### config.mk
export PLATFORM = sky130hd
export DESIGN_NAME = psum_alloc
export DESIGN_NICKNAME = d
export VERILOG_FILES = /design/src/rtl/psum_alloc.sv
export SDC_FILE = /design/constraint.sdc
export NUM_CORES = 1
export LEC_CHECK = 0
export BUFFER_PORTS_ARGS = -buffer_cell sky130_fd_sc_hd__buf_4
export CORE_ASPECT_RATIO = 0.7
export CORE_MARGIN = 2
export CORE_UTILIZATION = 32
export CTS_CLUSTER_DIAMETER = 150
export DETAILED_ROUTE_END_ITERATION = 10
export HOLD_SLACK_MARGIN = 0.02
export PLACE_DENSITY_LB_ADDON = 0.1
export SLEW_MARGIN = 30
export SYNTH_ARGS = -nofsm -noshare
export SYNTH_HDL_FRONTEND = slang
export SYNTH_SLANG_ARGS = --single-unit
export TNS_END_PERCENT = 20
### constraint.sdc
create_clock -name clk -period 23.9 [get_ports clk]
set_input_delay 0 -clock clk [delete_from_list [all_inputs] [get_ports clk]]
set_output_delay 0 -clock clk [all_outputs]
set_load 0.1 [all_outputs]
### src/rtl/psum_alloc.sv
module psum_alloc #(
  parameter int NCTX = 4,
  parameter int NREG = 4,
  parameter int W    = 16,
  localparam int IW  = (NREG > 1) ? $clog2(NREG) : 1
) (
  input  logic              clk,
  input  logic              rst_n,
  input  logic              m_wr_en,
  input  logic [IW-1:0]     m_wr_idx,
  input  logic [W-1:0]      m_wr_data,
  input  logic [IW-1:0]     m_rd_idx,
  output logic [W-1:0]      m_rd_data,
  input  logic              spawn,
  input  logic [W-1:0]      spawn_lo,
  input  logic [W-1:0]      spawn_hi,
  input  logic [NCTX-1:0]   ctx_idle,
  input  logic [NCTX-1:0]   req_vld,
  input  logic [NCTX*IW-1:0] req_idx,
  input  logic [NCTX*W-1:0] req_inc,
  output logic [NCTX-1:0]   gnt_vld,
  output logic [NCTX*W-1:0] gnt_val,
  output logic [NCTX-1:0]   gnt_over,
  output logic              active,
  output logic              join_done
);
  logic [W-1:0]  rf   [NREG];
  logic [W-1:0]  acc  [NREG];
  logic [W-1:0]  pre  [NCTX];
  logic [W-1:0]  inc  [NCTX];
  logic [IW-1:0] rix  [NCTX];
  logic [W-1:0]  hi_q;
  logic          quiet;

  for (genvar k = 0; k < NCTX; k++) begin : g_port
    assign rix[k] = req_idx[k*IW +: IW];
    assign inc[k] = (rix[k] == '0) ? {{(W-1){1'b0}}, req_inc[k*W]} : req_inc[k*W +: W];
  end

  always_comb begin
    for (int r = 0; r < NREG; r++) acc[r] = rf[r];
    for (int k = 0; k < NCTX; k++) begin
      pre[k] = '0;
      if (req_vld[k]) begin
        pre[k] = acc[rix[k]];
        acc[rix[k]] = acc[rix[k]] + inc[k];
      end
    end
  end

  assign m_rd_data = rf[m_rd_idx];
  assign quiet = active && (&ctx_idle) && !(|req_vld) && !(|gnt_vld);

  always_ff @(posedge clk) begin
    if (!rst_n) begin
      for (int r = 0; r < NREG; r++) rf[r] <= '0;
      hi_q      <= '0;
      active    <= 1'b0;
      join_done <= 1'b0;
      gnt_vld   <= '0;
      gnt_val   <= '0;
      gnt_over  <= '0;
    end else begin
      for (int r = 0; r < NREG; r++) rf[r] <= acc[r];
      if (m_wr_en) rf[m_wr_idx] <= m_wr_data;
      if (spawn && !active) begin
        rf[0]  <= spawn_lo;
        hi_q   <= spawn_hi;
        active <= 1'b1;
      end
      if (quiet) active <= 1'b0;
      join_done <= quiet;
      gnt_vld   <= req_vld;
      for (int k = 0; k < NCTX; k++) begin
        gnt_val[k*W +: W] <= pre[k];
        gnt_over[k] <= req_vld[k] && (rix[k] == '0) && (pre[k] > hi_q);
      end
    end
  end
endmodule

==> results.toml <==
[outcome]
status = "finished clean"

[clock_network]
root_buffer = "clkbuf_16"
cts_buffers = 17
cts_resized = 0
cts_setup_buffers = 0
cts_tree = "done"
postCtsHoldBufs = 45
clk_pin_slew_ns = 0.07
cts_sinks = 154
clkLatencyLatePin_ns = 0.48
clk_path_buf_depth = 2
htreeDepth = 4

[yosys]
synth_top_area_cell = "dfxtp_1"
synthArstFlopShare_pct = 0
synth_top_family_by_area = "simple AND/OR/NAND/NOR gates"
synthTopCellsByArea = "dfxtp_1 18%, mux4_2 11%, ha_1 10%"
synth.avg_cell_area_um2 = 7.900
syn_inst = 1892
synth_compound_area_share_pct = 20.32
synth_fa_ha_area_share_pct = 10.92
yosys.area_share.simple_pct = 23.31
mappedNetlistArea_mm2 = 0.01495
synth_xor_area_share_pct = 3.432
seq_area_frac_synth_pct = 21.70
synth_mux_area_share_pct = 15.18
synth_top_area_share_pct = 18.48
synthFlopType = "dfxtp_1"
ys_types = 79
synth_seq_cells = 154
yosys_warnings = 0
synth_edf_count = 16

[floorplanning]
coreArea_mm2 = 0.04624
placementRows = 66
fp.dieH_um = 184.8
fp.dieW_um = 262.3
boundaryPins = 226
start_util_pct = 32.32
dieArea_mm2 = 0.04848

[critical_path]
max_stage_delay_ns = 0.66
critPathKind = "reg -> reg"
arrival_ns = 11.59
crit_slowest_cell = "mux4_2"
crit_required_ns = 24.12
cp-end-kind = "flop"
crit_top_cell = "ha_1"
cp_max_fo = 14
cp-start-kind = "flop"

[drt]
wl_per_cell_um = 29.39
routed_wl_um = 80170
drc_errors = 0
final_antenna_net_count = 0
firstDrtPassIters = 5
routed_via_density = 5.944
via_count = 16220
dr.first_iter.drc_count = 2215

[sta]
drv_slew = 0
clock_skew_ns = 0.01350
fin_crit_ns = 11.37
fmax_mhz = 87.95
maxSlewHeadroom_pct = 24.99
timing.final.crit_share_pct = 47.58
finalSetupViolations = 0
hold_viol = 0
worst_hold_slack_ns = 0.02875
worstMarginPinSlew_ns = 1.118
rsz0062_at_grt = "false"
setup_tns_ns = 0

[final_layout]
ff_latch_area_mm2 = 0.003243
nFillCells = 4808
drive_gt1_share_pct = 17.89
final_common_cell = "buf_4"
final_cell_mix = "247 x buf_4, 222 x nand2_1, 211 x nor2_1, 154 x a21oi_1, 138 x dfxtp_1"
multi_input_area_mm2 = 0.01102
fin_nets = 2364
syn_to_final_growth_pct = 22.36

[global_routing]
antenna_found_initial = 3
grt_remaining_overflow = 0
grt.total_usage_pct = 32.55
grt_pass1_wl_um = 112100
grt_max_degree = 39
grt_pass1_vias = 15200

[placed_design]
gp_congestion = 0.9968
dp_hpwl_um = 64050
port_buffers = 225

[pwr]
power_leakage_nw = 7.977
p_per_area_mw_per_mm2 = 81.54
peakVddDrop_uv = 52.63

[worst_hold_path]
worstHoldPathType = "in -> reg"

[run]
drv_cap = 0
[metrics by stage]
step	cells	setup WS, ns	utilization (%)	power (mW)	area (um2)
2_1_floorplan	1907	14.64	-	0.8577	15000
3_3_place_gp	2648	12.84	37.16	1.164	17180
3_5_place_dp	2648	12.79	37.17	1.163	17190
4_1_cts	2725	12.82	39.52	1.471	18280
5_1_grt	2725	12.03	39.53	1.554	18280
6_report	2728	12.53	39.55	1.491	18290
[layout make-up]
type,instances,area share (%)
Multi-Input combinational cell,1552,60.25
Timing Repair Buffer,292,12.60
Clock inverter,11,0.8483
Clock buffer,21,2.641
Inverter,83,1.703
Tap cell,612,4.187
Antenna cell,3,0.04105
Sequential cell,154,17.73
[state kept, by name (all words and copies together), names as in the netlist]
signal / count
rf: 64
gnt_vld: 4
active: 1
join_done: 1
hi_q: 16
gnt_over: 4
gnt_val: 64
[logic make-up after synthesis]
| logic type | Yosys count |
|---|---|
| adders and majority gates | 128 |
| xor gates and xnor gates | 57 |
| and+or+nand+nor | 736 |
| other | 1 |
| DFF | 154 |
| AOI/OAI and AO/OA | 477 |
| muxes | 138 |
| buffers and inverters | 201 |
[synthesized netlist by cell type (12+ instances only)]
library cell	count
a21o_1	27
a21oi_1	154
a22o_1	28
a31oi_1	17
a32o_1	13
and2_1	86
and3_1	14
buf_1	16
clkbuf_1	96
dfxtp_1	138
edfxtp_1	16
ha_1	124
inv_1	83
mux2i_1	62
mux4_2	70
nand2_1	222
nand2b_1	19
nand3_1	36
nand4_1	17
nor2_1	213
nor2b_1	67
nor3_1	19
o211ai_1	13
o21ai_0	121
o21ai_1	12
xnor2_1	33
xor2_1	23
[power breakdown]
| part | internal, mW | switching [mW] |
|---|---|---|
| Clock | 0.178 | 0.121 |
| Combinational | 0.272 | 0.589 |
| Sequential | 0.291 | 0.0403 |
[critical path: cells and delay by family (launching register included)]
family	cells	cell delay [ns]
simple gates	7	1.57
mux	3	1.77
xor+xnor	2	0.63
buf+inv	2	0.14
flops	1	0.49
compound gates	14	4.66
fa+ha+maj	4	1.82
[path summary, 6_finish.rpt]
path                        start              endpoint  slack [ns]  depth (start not counted)
max            rf[0][8]$_DFFE_PP_   rf[0][14]$_DFFE_PP_       12.53                         32
min                   spawn_lo[5]    rf[0][5]$_DFFE_PP_        0.03                          3
max reg2reg    rf[0][8]$_DFFE_PP_   rf[0][14]$_DFFE_PP_       12.53                         32
min reg2reg  hi_q[8]$_SDFFE_PN0P_  hi_q[8]$_SDFFE_PN0P_        0.49                          1
[routing by layer]
layer | wire [um] | global-route usage (%) | vias up | share of wire [%]
met5 | 34 | 0 | - | 0.042
li1 | - | - | 7197 | -
met4 | 2951 | 12.61 | 4 | 3.7
met3 | 9372 | 9.479 | 141 | 12
met2 | 31740 | 44.74 | 981 | 40
met1 | 36070 | 47.19 | 7892 | 45
Power figures use the tool's default switching activity.
